File: config.mk
export PLATFORM = sky130hd
export DESIGN_NAME = spi_reg_framer
export DESIGN_NICKNAME = d
export VERILOG_FILES = /design/src/rtl/srf_pkg.sv /design/src/rtl/srf_hdr_pack.sv /design/src/rtl/srf_byte_shifter.sv /design/src/rtl/spi_reg_framer.sv
export SDC_FILE = /design/constraint.sdc
export NUM_CORES = 1
export LEC_CHECK = 0
export BUFFER_PORTS_ARGS = -buffer_cell sky130_fd_sc_hd__buf_2
export CORE_UTILIZATION = 30
export DETAILED_ROUTE_END_ITERATION = 16
export PLACE_DENSITY_LB_ADDON = 0.3
export RECOVER_POWER = 50
export SETUP_SLACK_MARGIN = 0.02
export SLEW_MARGIN = 10
export SYNTH_ARGS = -nofsm -noshare
export SYNTH_HDL_FRONTEND = slang
export SYNTH_SLANG_ARGS = --single-unit
File: constraint.sdc
create_clock -name clk -period 2.5 [get_ports clk]
set_input_delay 0.125 -clock clk [delete_from_list [all_inputs] [get_ports clk]]
set_output_delay 0.125 -clock clk [all_outputs]
set_load 0.02 [all_outputs]
File: src/rtl/srf_pkg.sv
// Shared constants and types for the SPI register transaction framer.
// Assumes a fixed protocol: 4 header bytes, 24-bit address, up to 64 data bytes.
package srf_pkg;
    localparam int BYTE_W    = 8;
    localparam int ADDR_W    = 24;
    localparam int LEN_W     = 7;   // holds 1..64
    localparam int IDX_W     = 6;   // holds 0..63
    localparam int HDR_BYTES = 4;
    localparam int HSEL_W    = $clog2(HDR_BYTES);

    typedef enum logic [1:0] {
        ST_IDLE = 2'd0,
        ST_HDR  = 2'd1,
        ST_POLL = 2'd2,
        ST_DATA = 2'd3
    } frm_state_t;
endpackage

File: src/rtl/srf_hdr_pack.sv
// Selects one byte of the 4-byte command header.
// Byte 0: {read flag, constant 1, length-1}; bytes 1..3: address MSB first.
// Purely combinational; assumes len_m1 already holds count-1.
module srf_hdr_pack
    import srf_pkg::*;
(
    input  logic              rd,
    input  logic [IDX_W-1:0]  len_m1,
    input  logic [ADDR_W-1:0] addr,
    input  logic [HSEL_W-1:0] sel,
    output logic [BYTE_W-1:0] hbyte
);
    // Pick the header byte addressed by sel.
    always_comb begin
        case (sel)
            2'd0:    hbyte = {rd, 1'b1, len_m1};
            2'd1:    hbyte = addr[23:16];
            2'd2:    hbyte = addr[15:8];
            default: hbyte = addr[7:0];
        endcase
    end
endmodule

File: src/rtl/srf_byte_shifter.sv
// Shifts one byte out and one byte in, SPI mode 0, MSB first.
// Each SCLK half-period lasts CLK_DIV system clocks. A start pulse while idle
// loads tx_byte; byte_done pulses once after the last falling edge, with
// rx_byte holding the received byte. Assumes CLK_DIV >= 1.
module srf_byte_shifter
    import srf_pkg::*;
#(
    parameter int CLK_DIV = 2
) (
    input  logic              clk,
    input  logic              rst_n,
    input  logic              start,
    input  logic [BYTE_W-1:0] tx_byte,
    input  logic              miso,
    output logic              busy,
    output logic              sclk,
    output logic              mosi,
    output logic              byte_done,
    output logic [BYTE_W-1:0] rx_byte
);
    localparam int HC_W = $clog2(CLK_DIV + 1);

    logic [HC_W-1:0]   half_cnt;
    logic [2:0]        bit_cnt;
    logic [BYTE_W-1:0] tx_sr;
    logic              half_end;

    assign half_end = (half_cnt == HC_W'(CLK_DIV - 1));
    assign mosi     = busy & tx_sr[BYTE_W-1];

    // Half-period timing, bit shifting and sampling of MISO on rising SCLK.
    always_ff @(posedge clk) begin
        if (!rst_n) begin
            busy      <= 1'b0;
            sclk      <= 1'b0;
            half_cnt  <= '0;
            bit_cnt   <= '0;
            tx_sr     <= '0;
            rx_byte   <= '0;
            byte_done <= 1'b0;
        end else begin
            byte_done <= 1'b0;
            if (!busy) begin
                if (start) begin
                    busy     <= 1'b1;
                    tx_sr    <= tx_byte;
                    half_cnt <= '0;
                    bit_cnt  <= '0;
                end
            end else if (!half_end) begin
                half_cnt <= half_cnt + 1'b1;
            end else begin
                half_cnt <= '0;
                if (!sclk) begin
                    sclk    <= 1'b1;
                    rx_byte <= {rx_byte[BYTE_W-2:0], miso};
                end else begin
                    sclk <= 1'b0;
                    if (bit_cnt == 3'd7) begin
                        busy      <= 1'b0;
                        byte_done <= 1'b1;
                    end else begin
                        bit_cnt <= bit_cnt + 1'b1;
                        tx_sr   <= {tx_sr[BYTE_W-2:0], 1'b0};
                    end
                end
            end
        end
    end

    // SCLK rests low whenever no byte is being shifted (mode 0 idle level).
    p_sclk_idle_r3: assert property (@(posedge clk) disable iff (!rst_n)
        !busy |-> !sclk);

    // A finished byte leaves the serial clock low and the shifter idle.
    p_done_idle_r3: assert property (@(posedge clk) disable iff (!rst_n)
        byte_done |-> (!busy && !sclk));
endmodule

File: src/rtl/spi_reg_framer.sv
// SPI master that performs one register read or write per request:
// chip select low, 4 header bytes, polling bytes until the slave returns a
// byte with bit 0 set, then len data bytes, chip select high.
// Assumes req_len is within 1..64 and buf_wdata follows buf_idx combinationally.
module spi_reg_framer
    import srf_pkg::*;
#(
    parameter int CLK_DIV  = 2,
    parameter int MAX_POLL = 8
) (
    input  logic              clk,
    input  logic              rst_n,
    input  logic              req_valid,
    output logic              req_ready,
    input  logic              req_read,
    input  logic [LEN_W-1:0]  req_len,
    input  logic [ADDR_W-1:0] req_addr,
    output logic [IDX_W-1:0]  buf_idx,
    input  logic [BYTE_W-1:0] buf_wdata,
    output logic              rd_valid,
    output logic [BYTE_W-1:0] rd_byte,
    output logic              done,
    output logic              err,
    output logic              spi_cs_n,
    output logic              spi_sclk,
    output logic              spi_mosi,
    input  logic              spi_miso
);
    localparam int PC_W = $clog2(MAX_POLL + 1);

    frm_state_t        state;
    logic              op_read;
    logic [LEN_W-1:0]  len_m1;
    logic [ADDR_W-1:0] addr_q;
    logic [HSEL_W-1:0] hsel;
    logic [LEN_W-1:0]  didx;
    logic [PC_W-1:0]   pcnt;
    logic              go;
    logic [BYTE_W-1:0] tx_sel;
    logic [BYTE_W-1:0] hdr_byte;
    logic              sh_busy;
    logic              sh_done;
    logic [BYTE_W-1:0] sh_rx;

    assign req_ready = (state == ST_IDLE);
    assign buf_idx   = didx[IDX_W-1:0];

    srf_hdr_pack u_hdr (
        .rd     (op_read),
        .len_m1 (len_m1[IDX_W-1:0]),
        .addr   (addr_q),
        .sel    (hsel),
        .hbyte  (hdr_byte)
    );

    // Byte offered to the shifter: header, buffer data, or zeros.
    always_comb begin
        case (state)
            ST_HDR:  tx_sel = hdr_byte;
            ST_DATA: tx_sel = op_read ? '0 : buf_wdata;
            default: tx_sel = '0;
        endcase
    end

    srf_byte_shifter #(.CLK_DIV(CLK_DIV)) u_shift (
        .clk       (clk),
        .rst_n     (rst_n),
        .start     (go),
        .tx_byte   (tx_sel),
        .miso      (spi_miso),
        .busy      (sh_busy),
        .sclk      (spi_sclk),
        .mosi      (spi_mosi),
        .byte_done (sh_done),
        .rx_byte   (sh_rx)
    );

    // Transaction sequencing: header, ready polling, data, release.
    always_ff @(posedge clk) begin
        if (!rst_n) begin
            state    <= ST_IDLE;
            op_read  <= 1'b0;
            len_m1   <= '0;
            addr_q   <= '0;
            hsel     <= '0;
            didx     <= '0;
            pcnt     <= '0;
            go       <= 1'b0;
            spi_cs_n <= 1'b1;
            done     <= 1'b0;
            err      <= 1'b0;
            rd_valid <= 1'b0;
            rd_byte  <= '0;
        end else begin
            go       <= 1'b0;
            done     <= 1'b0;
            err      <= 1'b0;
            rd_valid <= 1'b0;
            case (state)
                ST_IDLE: begin
                    if (req_valid) begin
                        op_read  <= req_read;
                        len_m1   <= req_len - 1'b1;
                        addr_q   <= req_addr;
                        hsel     <= '0;
                        didx     <= '0;
                        spi_cs_n <= 1'b0;
                        go       <= 1'b1;
                        state    <= ST_HDR;
                    end
                end
                ST_HDR: begin
                    if (sh_done) begin
                        go <= 1'b1;
                        if (hsel == HSEL_W'(HDR_BYTES - 1)) begin
                            pcnt  <= '0;
                            state <= ST_POLL;
                        end else begin
                            hsel <= hsel + 1'b1;
                        end
                    end
                end
                ST_POLL: begin
                    if (sh_done) begin
                        if (sh_rx[0]) begin
                            go    <= 1'b1;
                            state <= ST_DATA;
                        end else if (pcnt == PC_W'(MAX_POLL - 1)) begin
                            spi_cs_n <= 1'b1;
                            done     <= 1'b1;
                            err      <= 1'b1;
                            state    <= ST_IDLE;
                        end else begin
                            pcnt <= pcnt + 1'b1;
                            go   <= 1'b1;
                        end
                    end
                end
                default: begin
                    if (sh_done) begin
                        if (op_read) begin
                            rd_valid <= 1'b1;
                            rd_byte  <= sh_rx;
                        end
                        if (didx == len_m1) begin
                            spi_cs_n <= 1'b1;
                            done     <= 1'b1;
                            state    <= ST_IDLE;
                        end else begin
                            didx <= didx + 1'b1;
                            go   <= 1'b1;
                        end
                    end
                end
            endcase
        end
    end

    // Chip select covers every shifted byte.
    p_cs_covers_shift_r4: assert property (@(posedge clk) disable iff (!rst_n)
        sh_busy |-> !spi_cs_n);

    // MOSI is quiet while polling for the ready bit.
    p_mosi_quiet_poll_r6: assert property (@(posedge clk) disable iff (!rst_n)
        (state == ST_POLL) |-> !spi_mosi);

    // The polling counter never passes its limit.
    p_poll_bound_r9: assert property (@(posedge clk) disable iff (!rst_n)
        pcnt < PC_W'(MAX_POLL));

    // An error is only ever reported together with done.
    p_err_with_done_r9: assert property (@(posedge clk) disable iff (!rst_n)
        err |-> done);

    // Completion leaves chip select released and the block idle.
    p_done_frees_r10: assert property (@(posedge clk) disable iff (!rst_n)
        done |-> (spi_cs_n && req_ready));

    // Read strobes appear only for read transactions.
    p_rd_only_read_r7: assert property (@(posedge clk) disable iff (!rst_n)
        rd_valid |-> op_read);
endmodule

==> flow_summary.rst <==
.. list-table::
   :header-rows: 1

   * - Metric
     - Value
   * - Outcome
     - finished clean
   * - Wire length per cell after detailed routing
     - 13.67 µm
   * - Unrepaired setup endpoints after global routing
     - false
   * - Count of final max-slew check failures
     - 0
   * - Insertion delay to the later sink of the worst-skew pair
     - 0.35 ns
   * - Core box area
     - 0.01330 mm²
   * - Maximum VDD drop
     - 376.3 µV
   * - Total setup violations reported at the end of the flow
     - 0
   * - Vias after detailed routing
     - 3484
   * - HP Class
     - input pin to flop
   * - Antenna violations before repair
     - 0
   * - Number of global-route vias before repair
     - 3333
   * - Worst stage delay on the critical path
     - 0.62 ns
   * - Overall overflow remaining after global route
     - 0
   * - Register clock-pin slew on the reported worst setup and hold paths
     - 0.07 ns
   * - Critical-path top delay cell
     - sky130_fd_sc_hd__ha_1
   * - Final worst-path setup slack
     - 0.3351 ns
   * - Floorplan die width
     - 119.2 µm
   * - Total length of routed wires
     - 9732 µm
   * - Leakage power summed over all cells
     - 1.881 nW
   * - Least-Margin Pin Slew
     - 0.7129 ns
   * - Top_reg_cell synth
     - sky130_fd_sc_hd__dfxtp_1
   * - Areal power density over the cells
     - 795.8 mW/mm²
   * - Final min period
     - 2.165 ns
   * - Final cycle utilization of the critical path
     - 86.59%
   * - DPL Wire Length
     - 6998 µm
   * - Total CTS buffers
     - 9
   * - Antenna Cells
     - 0
   * - Total negative slack
     - 0 ns
   * - Post-synthesis sequential area ratio
     - 40.83%
   * - First-pass GRT wire length
     - 15950 µm
   * - Post-CTS setup buffer count
     - 0
   * - Share of flip-flops with an asynchronous set or reset after synthesis
     - 0%
   * - Max Cap Violations
     - 0
   * - Root buffer selected by CTS
     - sky130_fd_sc_hd__clkbuf_16
   * - Mean instance size in the synthesized netlist
     - 8.389 µm²
   * - Net count of the mapped netlist
     - 549
   * - Number of nets in the layout
     - 590
   * - Data arrival time of the critical path
     - 2.44 ns
   * - Pin count of the biggest net entering global routing
     - 40
   * - Die area
     - 0.01420 mm²
   * - Worst Setup End Kind
     - flop
   * - Finished Cell Area
     - 0.004780 mm²
   * - Total of hold buffers inserted after clock tree synthesis
     - 0
   * - Worst setup slack after placement
     - 0.3953 ns
   * - Type of origin of the critical path
     - flop
   * - Ordered list of cells on the worst path
     - inv_1 -> ha_1 -> mux2_2 -> nand3_1 -> or3_1 -> a21oi_1
   * - Number of remaining DRC errors
     - 0
   * - Relative slew slack
     - 52.47%
   * - Clk buf depth
     - 2
   * - Post-route antenna net violation count
     - 0
   * - Ratio of cells with drive above 1 in the final layout
     - 13.62%
   * - # clock sinks
     - 84
   * - Data required time of the worst path
     - 2.77 ns
   * - Max Clk Rate
     - 461.9 MHz
   * - Post-Syn Area
     - 0.004119 mm²
   * - Drt via density
     - 4.893
   * - Vertical extent of the die
     - 119.2 µm
   * - Flip-flop and latch count after synthesis
     - 84
   * - Number of top-level pins
     - 65
   * - Power after layout
     - 3.804 mW
   * - Final GP Congestion
     - 0.8179
   * - Starting utilization of the core area
     - 30.98%
   * - Post-synth EDFFs
     - 0
   * - Site row count
     - 42
   * - Number of gates resized after cts
     - 0
   * - Port buffer count
     - 64
   * - Final Hold Fails
     - 0
   * - H-tree Lvls
     - 3
   * - Total global-route track usage
     - 14.17%
   * - Number of warnings reported in the yosys synthesis log
     - 0
   * - Clock tree from TritonCTS
     - built
   * - Cell area reported after detailed placement
     - 0.004511 mm²
   * - 1st-pass router iterations
     - 4
   * - Initial DRC Count
     - 169
   * - Area delta synth->final
     - 16.04%
   * - Crit Path Max Fanout
     - 18
   * - Netlist cell types
     - 53
   * - Number of standard cells after synthesis
     - 491
   * - Worst Skew
     - 0.009488 ns
   * - # fillers
     - 1369
   * - Worst Path Class, Setup
     - flop to flop
-- power by group --
part | internal, mW | total, mW | switching [mW]
Combinational | 0.334 | 0.891 | 0.557
Clock | 0.800 | 1.35 | 0.552
Sequential | 1.46 | 1.56 | 0.0957
-- per-layer routing --
layer	track usage, %	share of wire (%)	vias up
li1	-	-	1777
met1	18.40	48	1628
met3	4.215	5.0	10
met5	0	0	-
met4	6.092	1.6	0
met2	21.66	46	69
-- layout make-up --
| cell class | instances | area (µm²) | area share [%] |
|---|---|---|---|
| Clock buffer | 10 | 239.0 | 5.000 |
| Clock inverter | 5 | 61.31 | 1.283 |
| Inverter | 10 | 37.54 | 0.7853 |
| Multi-Input combinational cell | 357 | 2206 | 46.15 |
| Sequential cell | 84 | 1682 | 35.18 |
| Tap cell | 176 | 220.2 | 4.607 |
| Timing Repair Buffer | 70 | 334.1 | 6.990 |
-- cells in the mapped netlist, types with 4 or more instances --
| library cell | n | area, µm² |
|---|---|---|
| sky130_fd_sc_hd__buf_4 | 6 | 45.04 |
| sky130_fd_sc_hd__and3_1 | 4 | 25.02 |
| sky130_fd_sc_hd__o211a_1 | 6 | 60.06 |
| sky130_fd_sc_hd__ha_1 | 14 | 175.2 |
| sky130_fd_sc_hd__a21boi_0 | 16 | 120.1 |
| sky130_fd_sc_hd__or3_1 | 7 | 43.79 |
| sky130_fd_sc_hd__xnor2_1 | 10 | 87.58 |
| sky130_fd_sc_hd__a21boi_1 | 22 | 165.2 |
| sky130_fd_sc_hd__nand2_1 | 98 | 367.9 |
| sky130_fd_sc_hd__a22oi_1 | 7 | 52.55 |
| sky130_fd_sc_hd__and2_1 | 4 | 25.02 |
| sky130_fd_sc_hd__nor2_1 | 17 | 63.81 |
| sky130_fd_sc_hd__dfxtp_1 | 84 | 1682 |
| sky130_fd_sc_hd__inv_1 | 9 | 33.78 |
| sky130_fd_sc_hd__o21ai_0 | 17 | 85.08 |
| sky130_fd_sc_hd__clkbuf_1 | 21 | 78.83 |
| sky130_fd_sc_hd__nand2b_1 | 12 | 75.07 |
| sky130_fd_sc_hd__a2bb2oi_1 | 7 | 61.31 |
| sky130_fd_sc_hd__nand3_1 | 15 | 75.07 |
| sky130_fd_sc_hd__buf_2 | 11 | 55.05 |
| sky130_fd_sc_hd__a32oi_1 | 7 | 61.31 |
| sky130_fd_sc_hd__mux2i_1 | 10 | 100.1 |
| sky130_fd_sc_hd__nor2b_1 | 13 | 81.33 |
| sky130_fd_sc_hd__a21oi_1 | 26 | 130.1 |
-- worst paths after layout --
check / from / end / slack [ns] / depth (start not counted)
worst max-delay path: state[1] / pcnt[3] / 0.34 / 6
worst min-delay path: req_addr[15] / addr_q[15] / 0.02 / 3
worst max register to register: state[1] / pcnt[3] / 0.34 / 6
worst min register to register: addr_q[19] / addr_q[19] / 0.46 / 2
-- sequential cells by signal, indices dropped and copies added (netlist names) --
register           count
go                     1
u_shift.tx_sr          8
err                    1
pcnt                   4
u_shift.rx_byte        8
rd_byte                8
rd_valid               1
u_shift.sclk           1
addr_q                24
u_shift.bit_cnt        3
didx                   7
done                   1
u_shift.busy           1
len_m1                 7
spi_cs_n               1
op_read                1
u_shift.half_cnt       2
u_shift.byte_done      1
state                  2
hsel                   2
-- stage by stage --
| stage | instances | hold WS, ns | utilization (%) |
|---|---|---|---|
| after floorplan | 491 | 0.2598 | - |
| after global placement | 697 | 0.3707 | 33.93 |
| after detailed placement | 697 | 0.3730 | 33.93 |
| after CTS | 712 | 0.004594 | 36.18 |
| after global routing | 712 | 0.01392 | 35.95 |
| final | 712 | 0.01611 | 35.95 |
-- kinds of logic after synthesis --
kind of cell               after synthesis  synth area share, %
DFF                                     84                40.83
AOI/OAI and AO/OA                      129                21.90
muxes                                   11                2.704
xor gates and xnor gates                13                2.764
buffers and inverters                   50                5.619
adders and majority gates               14                4.253
and+or+nand+nor                        190                21.93
-- placed cells by master, fill, tap and decap left out, drive strengths merged, types with 3 or more instances in the layout --
cell     netlist  routed
clkinv         0       3
dfxtp         84      84
a2bb2oi        7       7
nor2b         13      13
or3            7       7
nor3           4       4
o21a           3       3
o31ai          4       4
nand2b        12      12
a21oi         27      27
clkbuf        21      32
a22oi          7       7
nand3         16      16
xor2           3       3
nand2         98      98
buf           19      48
ha            14      14
and2           4       4
o211a          6       6
and3           4       4
a32oi          7       7
nor2          18      18
a21boi        38      38
nand4          3       3
inv           10      11
or4            3       3
xnor2         10      10
o21ai         20      20
mux2i         10      10
-- critical path: cells and delay by family (launching register included) --
family	cells	cell delay (ns)
buf+inv	1	0.11
compound gates	1	0.16
simple gates	2	0.55
fa+ha+maj	1	0.62
mux	1	0.30
flops	1	0.36
No activity file was read; power rests on OpenSTA's default activity.
